<file path="config.mk">
export PLATFORM = sky130hd
export DESIGN_NAME = split_word_bridge
export DESIGN_NICKNAME = d
export VERILOG_FILES = /design/src/rtl/split_word_pkg.sv /design/src/rtl/split_word_ctrl.sv /design/src/rtl/split_word_dpath.sv /design/src/rtl/split_word_bridge.sv
export SDC_FILE = /design/constraint.sdc
export NUM_CORES = 1
export LEC_CHECK = 0
export BUFFER_PORTS_ARGS = -buffer_cell sky130_fd_sc_hd__buf_2
export CAP_MARGIN = 0
export CORE_AREA = 3 3 111 60
export DETAILED_ROUTE_END_ITERATION = 8
export DIE_AREA = 0 0 114 63
export GPL_TIMING_DRIVEN = 0
export SLEW_MARGIN = 20
export SYNTH_ARGS = -nofsm -noshare
export SYNTH_HDL_FRONTEND = slang
export SYNTH_SLANG_ARGS = --single-unit
</file>
<file path="constraint.sdc">
create_clock -name clk -period 1.5 [get_ports clk]
set_input_delay 0.075 -clock clk [delete_from_list [all_inputs] [get_ports clk]]
set_output_delay 0.075 -clock clk [all_outputs]
set_load 0.02 [all_outputs]
</file>
<file path="src/rtl/split_word_pkg.sv">
`timescale 1ns/1ps
package split_word_pkg;
  localparam int BYTE_W = 8;
  localparam int WORD_W = 2 * BYTE_W;

  typedef enum logic [2:0] {
    RSP_NONE,
    RSP_BYTE_HI,
    RSP_BYTE_LO,
    RSP_WORD,
    RSP_SPLIT,
    RSP_WRITE,
    RSP_ERR
  } rspKind_t;

  typedef struct packed {
    logic     accept;
    logic     memEn;
    logic     memWe;
    logic     secondRow;
    logic     holdByte;
    rspKind_t rsp;
  } ctlStrobe_t;
endpackage

</file>
<file path="src/rtl/split_word_ctrl.sv">
`timescale 1ns/1ps
module split_word_ctrl
  import split_word_pkg::*;
(
  input  logic       clk,
  input  logic       rstN,
  input  logic       reqValid,
  input  logic       reqWrite,
  input  logic       reqWord,
  input  logic       reqOdd,
  output logic       busy,
  output ctlStrobe_t strobe
);
  typedef enum logic {ST_IDLE, ST_SECOND} state_t;

  state_t   state, stateNext;
  rspKind_t rspQ, rspNext;

  always_comb begin
    strobe    = '0;
    stateNext = state;
    rspNext   = RSP_NONE;
    if (state == ST_SECOND) begin
      strobe.memEn     = 1'b1;
      strobe.secondRow = 1'b1;
      strobe.holdByte  = 1'b1;
      rspNext          = RSP_SPLIT;
      stateNext        = ST_IDLE;
    end else if (reqValid) begin
      strobe.accept = 1'b1;
      if (reqWrite) begin
        if (reqWord && reqOdd) begin
          rspNext = RSP_ERR;
        end else begin
          strobe.memEn = 1'b1;
          strobe.memWe = 1'b1;
          rspNext      = RSP_WRITE;
        end
      end else begin
        strobe.memEn = 1'b1;
        if (reqWord && reqOdd) stateNext = ST_SECOND;
        else if (reqWord)      rspNext   = RSP_WORD;
        else if (reqOdd)       rspNext   = RSP_BYTE_LO;
        else                   rspNext   = RSP_BYTE_HI;
      end
    end
    strobe.rsp = rspQ;
  end

  always_ff @(posedge clk) begin
    if (!rstN) begin
      state <= ST_IDLE;
      rspQ  <= RSP_NONE;
    end else begin
      state <= stateNext;
      rspQ  <= rspNext;
    end
  end

  assign busy = (state == ST_SECOND);

  assert_busy_single_R6: assert property (@(posedge clk) disable iff (!rstN)
    busy |=> !busy);
  assert_busy_reads_only_R6: assert property (@(posedge clk) disable iff (!rstN)
    busy |-> (strobe.memEn && !strobe.memWe && !strobe.accept));
  assert_split_ready_after_busy_R4: assert property (@(posedge clk) disable iff (!rstN)
    busy |=> (strobe.rsp == RSP_SPLIT));
endmodule

</file>
<file path="src/rtl/split_word_dpath.sv">
`timescale 1ns/1ps
module split_word_dpath
  import split_word_pkg::*;
#(
  parameter int ADDR_W = 10,
  localparam int ROW_W = ADDR_W - 1
) (
  input  logic              clk,
  input  logic              rstN,
  input  ctlStrobe_t        strobe,
  input  logic [ADDR_W-1:0] reqAddr,
  input  logic              reqWord,
  input  logic [WORD_W-1:0] reqWdata,
  input  logic [WORD_W-1:0] memRdata,
  output logic              memEn,
  output logic              memWe,
  output logic [1:0]        memBe,
  output logic [ROW_W-1:0]  memRow,
  output logic [WORD_W-1:0] memWdata,
  output logic              rspReady,
  output logic              rspError,
  output logic [WORD_W-1:0] rspRdata
);
  localparam logic [ROW_W-1:0] ROW_ONE = {{(ROW_W-1){1'b0}}, 1'b1};

  logic [ROW_W-1:0]  rowQ;
  logic [BYTE_W-1:0] savedQ;

  always_ff @(posedge clk) begin
    if (!rstN) begin
      rowQ   <= '0;
      savedQ <= '0;
    end else begin
      if (strobe.accept)   rowQ   <= reqAddr[ADDR_W-1:1];
      if (strobe.holdByte) savedQ <= memRdata[BYTE_W-1:0];
    end
  end

  assign memEn  = strobe.memEn;
  assign memWe  = strobe.memWe;
  assign memRow = strobe.secondRow ? (rowQ + ROW_ONE) : reqAddr[ADDR_W-1:1];

  always_comb begin
    if (strobe.secondRow || reqWord) memBe = 2'b11;
    else if (reqAddr[0])             memBe = 2'b01;
    else                             memBe = 2'b10;
  end

  assign memWdata = reqWord ? reqWdata : {2{reqWdata[BYTE_W-1:0]}};

  always_comb begin
    rspReady = (strobe.rsp != RSP_NONE);
    rspError = (strobe.rsp == RSP_ERR);
    case (strobe.rsp)
      RSP_BYTE_HI: rspRdata = {{BYTE_W{1'b0}}, memRdata[WORD_W-1:BYTE_W]};
      RSP_BYTE_LO: rspRdata = {{BYTE_W{1'b0}}, memRdata[BYTE_W-1:0]};
      RSP_WORD:    rspRdata = memRdata;
      RSP_SPLIT:   rspRdata = {savedQ, memRdata[WORD_W-1:BYTE_W]};
      default:     rspRdata = '0;
    endcase
  end

  assert_second_row_follows_R5: assert property (@(posedge clk) disable iff (!rstN)
    strobe.secondRow |-> (memRow == ($past(memRow) + ROW_ONE)));
  assert_byte_write_one_lane_R7: assert property (@(posedge clk) disable iff (!rstN)
    (memEn && memWe && !reqWord) |-> ($countones(memBe) == 1));
endmodule

</file>
<file path="src/rtl/split_word_bridge.sv">
`timescale 1ns/1ps
module split_word_bridge
  import split_word_pkg::*;
#(
  parameter int ADDR_W = 10
) (
  input  logic              clk,
  input  logic              rstN,
  input  logic              reqValid,
  input  logic              reqWrite,
  input  logic              reqWord,
  input  logic [ADDR_W-1:0] reqAddr,
  input  logic [15:0]       reqWdata,
  output logic              busy,
  output logic              rspReady,
  output logic              rspError,
  output logic [15:0]       rspRdata,
  output logic              memEn,
  output logic              memWe,
  output logic [1:0]        memBe,
  output logic [ADDR_W-2:0] memRow,
  output logic [15:0]       memWdata,
  input  logic [15:0]       memRdata
);
  ctlStrobe_t strobe;

  split_word_ctrl u_ctrl (
    .clk      (clk),
    .rstN     (rstN),
    .reqValid (reqValid),
    .reqWrite (reqWrite),
    .reqWord  (reqWord),
    .reqOdd   (reqAddr[0]),
    .busy     (busy),
    .strobe   (strobe)
  );

  split_word_dpath #(.ADDR_W(ADDR_W)) u_dpath (
    .clk      (clk),
    .rstN     (rstN),
    .strobe   (strobe),
    .reqAddr  (reqAddr),
    .reqWord  (reqWord),
    .reqWdata (reqWdata),
    .memRdata (memRdata),
    .memEn    (memEn),
    .memWe    (memWe),
    .memBe    (memBe),
    .memRow   (memRow),
    .memWdata (memWdata),
    .rspReady (rspReady),
    .rspError (rspError),
    .rspRdata (rspRdata)
  );

  assert_bad_write_no_access_R9: assert property (@(posedge clk) disable iff (!rstN)
    (reqValid && !busy && reqWrite && reqWord && reqAddr[0]) |-> !memEn);
  assert_bad_write_flags_R9: assert property (@(posedge clk) disable iff (!rstN)
    (reqValid && !busy && reqWrite && reqWord && reqAddr[0]) |=> (rspError && rspReady));
  assert_error_with_ready_R9: assert property (@(posedge clk) disable iff (!rstN)
    rspError |-> rspReady);
endmodule

</file>
======== Yosys cells after proc, flatten, opt, wreduce, memory -nomap -nowiden ========
Index checks and enable logic that the tools add are counted.
W data, S select, Z words.
cells by class
  bitwise gates (word level) .............. 2
  muxes and demuxes ....................... 21
  reductions and logical operators ........ 5
  equal/unequal tests ..................... 5
  add/sub/neg operators ................... 1
operators by type and width
  kind                   number
  $pmux W16 S4           1
  $mux W16               1
  $mux W3                5
  $mux W2                7
  $add A9 B1 Y9 const B  1
  $mux W9                1
  $eq A3 B2 Y1 const B   2
  $eq A3 B3 Y1 const B   2
  $mux W1                6
  $reduce_or A4 Y1       1
  $eq A3 B1 Y1 const B   1
  $reduce_bool A3 Y1     1
  $reduce_or A3 Y1       1
  $not A1 Y1             2
  $logic_and A1 B1 Y1    1
  $logic_or A1 B1 Y1     1
word-level totals
  bits in registers ....................... 21
  bits of input ports ..................... 47

======== Logic depth before layout (Yosys ltp) ========
  depth in word-level cells ............... 6
  mapped depth ............................ 5
  mapped depth without buffers ............ 4

======== Cells and area by module ========
A second synthesis with hierarchy kept.
second synthesis, totals
  cell total of the unflattened synthesis .. 181
  area total of the unflattened synthesis .. 1570.3 µm²
by module, submodules not included
  module            times used  cells each  area each (µm²)
  split_word_dpath  1           158         1333.8
  split_word_ctrl   1           23          236.5

======== Worst setup path after synthesis ========
No wires, ideal clock.
  path kind ............................... register -> output
  start ................................... reg u_dpath.rowQ[0]
  end ..................................... out memRow[8]
  path slack .............................. 0.028 ns
  stages on the path, launching flop included .. 5
  arrival time ............................ 1.397 ns
  path buffers ............................ 0
  path through ............................ dfxtp_1 ha_1 nand3_1 or3_1 a31oi_1
on the way
  longest elaborated chain between the ends .. 2
ends and longest elaborated chain
  what                    RTL line                 RTL
  start, declared         split_word_dpath.sv:26   logic [ROW_W-1:0] rowQ;
  start signal, assigned  split_word_dpath.sv:34   if (strobe.accept) rowQ <= reqAddr[ADDR_W-1:1];
  $add A9 B1 Y9           split_word_dpath.sv:41   assign memRow = strobe.secondRow ? (rowQ + ROW_ONE) : reqAddr[ADDR_W-1:1];
  $mux W9                 split_word_dpath.sv:41
  end, declared           split_word_bridge.sv:21  output logic [ADDR_W-2:0] memRow,
Every way passes these cells.

======== Worst setup path in the final report ========
  start ................................... reg u_dpath.rowQ[0]
  end ..................................... out memRow[7]
The elaborated chain is that of the path after synthesis.

==> run_results.csv <==
group,metric,value,unit
worst_setup_path,critical_path.top_delay_family,"simple AND/OR/NAND/NOR gates",
finish,instances_no_fill,349,
clock_tree,cts_tree,"yes",
worst_setup_path,arrival,1500,ps
power,total_power,1.61,mW
global_route,antenna_found_initial,0,
sta,hold_ws,55.7,ps
worst_setup_path,cp-startpoint,"u_dpath.rowQ[0]",
power,seq_power_share,0.375,
synth,avgSynthCellArea,8.34,µm²
sta,finalSetupViolations,4,
worst_setup_path,cp-end-kind,"output port",
run_status,status,"finished with violations",
place,place_worst_setup_slack,-87.7,ps
floorplanning,die-height,63,µm
clock_tree,ctsHtreeMaxLevel,1,
power,peakVddDrop,0.000413,V
worst_setup_path,r2r_cells,4,
floorplanning,dieWidth,114,µm
route,drtAntennaViolNets,0,
finish,insertedDiodeCount,0,
synth,synth_cell_type_count,27,
synth,syn_area,0.00141,mm²
worst_setup_path,crit_chain,"buf_4 -> nand3_1 -> or3_1 -> a31oi_1 -> buf_4",
worst_setup_path,r2r_start,"u_ctrl.busy",
sta,worst_pin_slew,426,ps
clock_tree,cts_hold_buf,0,
worst_setup_path,critical_path_class,"reg -> out",
worst_setup_path,worst-path-stages,5,
sta,setup_ws,-75.5,ps
sta,post-route-period-util,1.05,
floorplanning,coreArea,0.00586,mm²
worst_setup_path,crit_slowest_cell,"dfxtp_4",
route,routed_wl,4440,µm
worst_setup_path,cp_slowest_stage_delay,370,ps
sta,finalCriticalPeriod,1580,ps
sta,setup-tns-final,-211,ps
global_route,grt_max_degree,13,
synth,ys_seq_area_frac,0.298,
finish,layout-drive-gt1-share,0.540,
power,switching_share,0.295,
worst_setup_path,path_buf_inv,2,
worst_setup_path,r2r_end,"u_ctrl.busy",
flow_run,maxCapViolCount,0,
power,switchingPower,0.477,mW
worst_setup_path,worstPathMaxFanout,3,
sta,fmax,0.635,GHz
place,gp_congestion,0.787,
sta,hold_violations,0,
worst_setup_path,critPathLaunchType,"register",
sta,drv_slew,0,
sta,finClkSkew,3.35,ps
synth,yosysWarnings,0,
place,dp_hpwl,3480,µm
worst_setup_path,r2r_slack,440,ps
power,power_density,718,mW/mm²
global_route,grt_pass1_wl,7410,µm
power,power_leakage,1.04,nW
place,place_inst,339,
clock_tree,path_clk_slew,60,ps
worst_setup_path,endpoint,"memRow[7]",
clock_tree,cts_sinks,21,
clock_tree,cts-root-buf,"clkbuf_16",
route,route.detailed.drc,0,
sta,slew_headroom,0.716,
run_status,violations,"setup timing",
route,vias,1568,
finish,area_growth,59.6,%
route,vias_per_cell,4.49,
global_route,overflow,0,
route,wl_per_cell,12.7,µm
worst_setup_path,crit_top_cell,"buf_4",
clock_tree,cts-buffers-inserted,3,
worst_setup_path,required,1420,ps
route,dr.first_iter.drc_count,54,
finish,nets,323,
synth,synth_seq_cells,21,
floorplanning,start_util,0.241,
synth,syn_inst,169,
clock_tree,cts_buffer_depth,2,
synth,syn_nets,219,
global_route,grt_use_total,0.126,
route,first_pass_iters,5,
sta,rsz0062_at_grt,"yes",
floorplanning,std_cell_rows,20,
power,power_frac_comb,0.278,
place,numPortBuffers,93,
floorplanning,dieArea,0.00718,mm²
floorplanning,io_pins,95,
clock_tree,clock_latency,250,ps
power,intPower,1.14,mW
min_path,hp-class,"in -> reg",
global_route,grt_pass1_vias,1571,
power,pwr-share-clk,0.347,
==> registers in the layout, summed over array words and instances, names as in the netlist <==
name and cells:
u_dpath.rowQ 9, u_ctrl.rspQ 3, u_ctrl.busy 1, u_dpath.savedQ 8
==> cell type report <==
cell class,instances,area [µm²]
inverter,3,11.3
multi-input combinational,128,955
fill,605,3610
buffer,16,115
sequential,21,453
clock buffer,3,75.1
tap,77,96.3
timing repair buffer,100,538
clock inverter,1,5.00
==> cell usage in the layout, fill, tap and decap left out, types with 5 or more instances in the layout <==
master,synthesis,layout
or3_1,6,5
buf_2,5,90
buf_4,8,18
dfxtp_4,0,8
mux2i_1,9,9
a21boi_0,9,9
a22o_1,16,16
nand2_1,23,23
o21ai_0,5,5
nor2_1,10,8
dfxtp_1,21,11
mux2_2,9,9
nor2b_1,13,13
==> Yosys cell counts, drive strengths merged <==
| library cell | n | share of area |
|---|---|---|
| dfxtp | 21 | 0.30 |
| nand2b | 1 | 0.0044 |
| nand4 | 1 | 0.0089 |
| a21boi | 9 | 0.048 |
| nand2 | 23 | 0.061 |
| mux2i | 9 | 0.064 |
| xor2 | 2 | 0.012 |
| inv | 3 | 0.0080 |
| nand3 | 5 | 0.018 |
| nor3b | 3 | 0.020 |
| a31oi | 4 | 0.018 |
| nor2 | 10 | 0.027 |
| nor2b | 13 | 0.058 |
| a21oi | 4 | 0.014 |
| ha | 3 | 0.027 |
| nor3 | 1 | 0.0035 |
| or3 | 6 | 0.027 |
| o21ai | 5 | 0.018 |
| clkbuf | 4 | 0.011 |
| a21o | 1 | 0.0053 |
| xnor2 | 2 | 0.012 |
| mux2 | 9 | 0.072 |
| and3b | 1 | 0.0062 |
| a22o | 16 | 0.099 |
| buf | 13 | 0.060 |
==> worst min path at each step <==
stage          cells past startpoint  slack, ps           to  startpoint
6_report                           2         60  u_ctrl.busy    reqWrite
5_1_grt                            2         80  u_ctrl.busy    reqWrite
3_5_place_dp                       2        320  u_ctrl.busy    reqWrite
3_3_place_gp                       2        320  u_ctrl.busy    reqWrite
2_1_floorplan                      1        150  u_ctrl.busy    reqWrite
4_1_cts                            2         50  u_ctrl.busy    reqWrite
==> repair_timing <==
action,4_1_cts,5_1_grt
buffers inserted,6,1
pin swaps,5,8
endpoints found under the setup margin,29,22
gates resized for setup,33,14
==> worst reg2reg max path, stage by stage, from the launching register on <==
cell and delay [ps]:
dfxtp_2 330, nor2b_1 90, buf_2 230, nand2_1 120, nor3b_1 200
==> cell families (layout without fill, tap and decap cells) <==
| logic type | after synthesis | after routing | synth area share |
|---|---|---|---|
| AND/OR/NAND/NOR | 64 | 64 | 0.233 |
| adder cells (fa/ha/maj) | 3 | 3 | 0.0266 |
| flip-flops | 21 | 21 | 0.298 |
| multiplexers | 18 | 18 | 0.136 |
| AO/OA/AOI/OAI | 39 | 39 | 0.202 |
| buffers and inverters | 20 | 123 | 0.0790 |
| XOR/XNOR | 4 | 4 | 0.0249 |
==> per-stage QoR <==
stage | util | cell area (µm²)
detailed placement | 0.337 | 1970
global route | 0.384 | 2250
floorplan | - | 1410
CTS | 0.375 | 2190
global placement | 0.337 | 1970
finish | 0.384 | 2250
==> per-layer routing <==
metal | GRT usage | wire length, µm | vias to the layer above
met5 | 0 | 0 | -
met4 | 0.0222 | 27 | 0
met3 | 0.0416 | 409 | 2
met2 | 0.197 | 1790 | 68
met1 | 0.172 | 2220 | 700
li1 | - | - | 798
==> power groups by stage <==
| stage | sequential [mW] | combinational (mW) | clock (mW) |
|---|---|---|---|
| 2_1_floorplan | 0.610 | 0.249 | 0 |
| 3_3_place_gp | 0.615 | 0.415 | 0 |
| 3_5_place_dp | 0.616 | 0.417 | 0 |
| 4_1_cts | 0.604 | 0.444 | 0.584 |
| 5_1_grt | 0.608 | 0.494 | 0.603 |
| 6_report | 0.606 | 0.449 | 0.561 |
No activity file was read; power rests on OpenSTA's default activity.
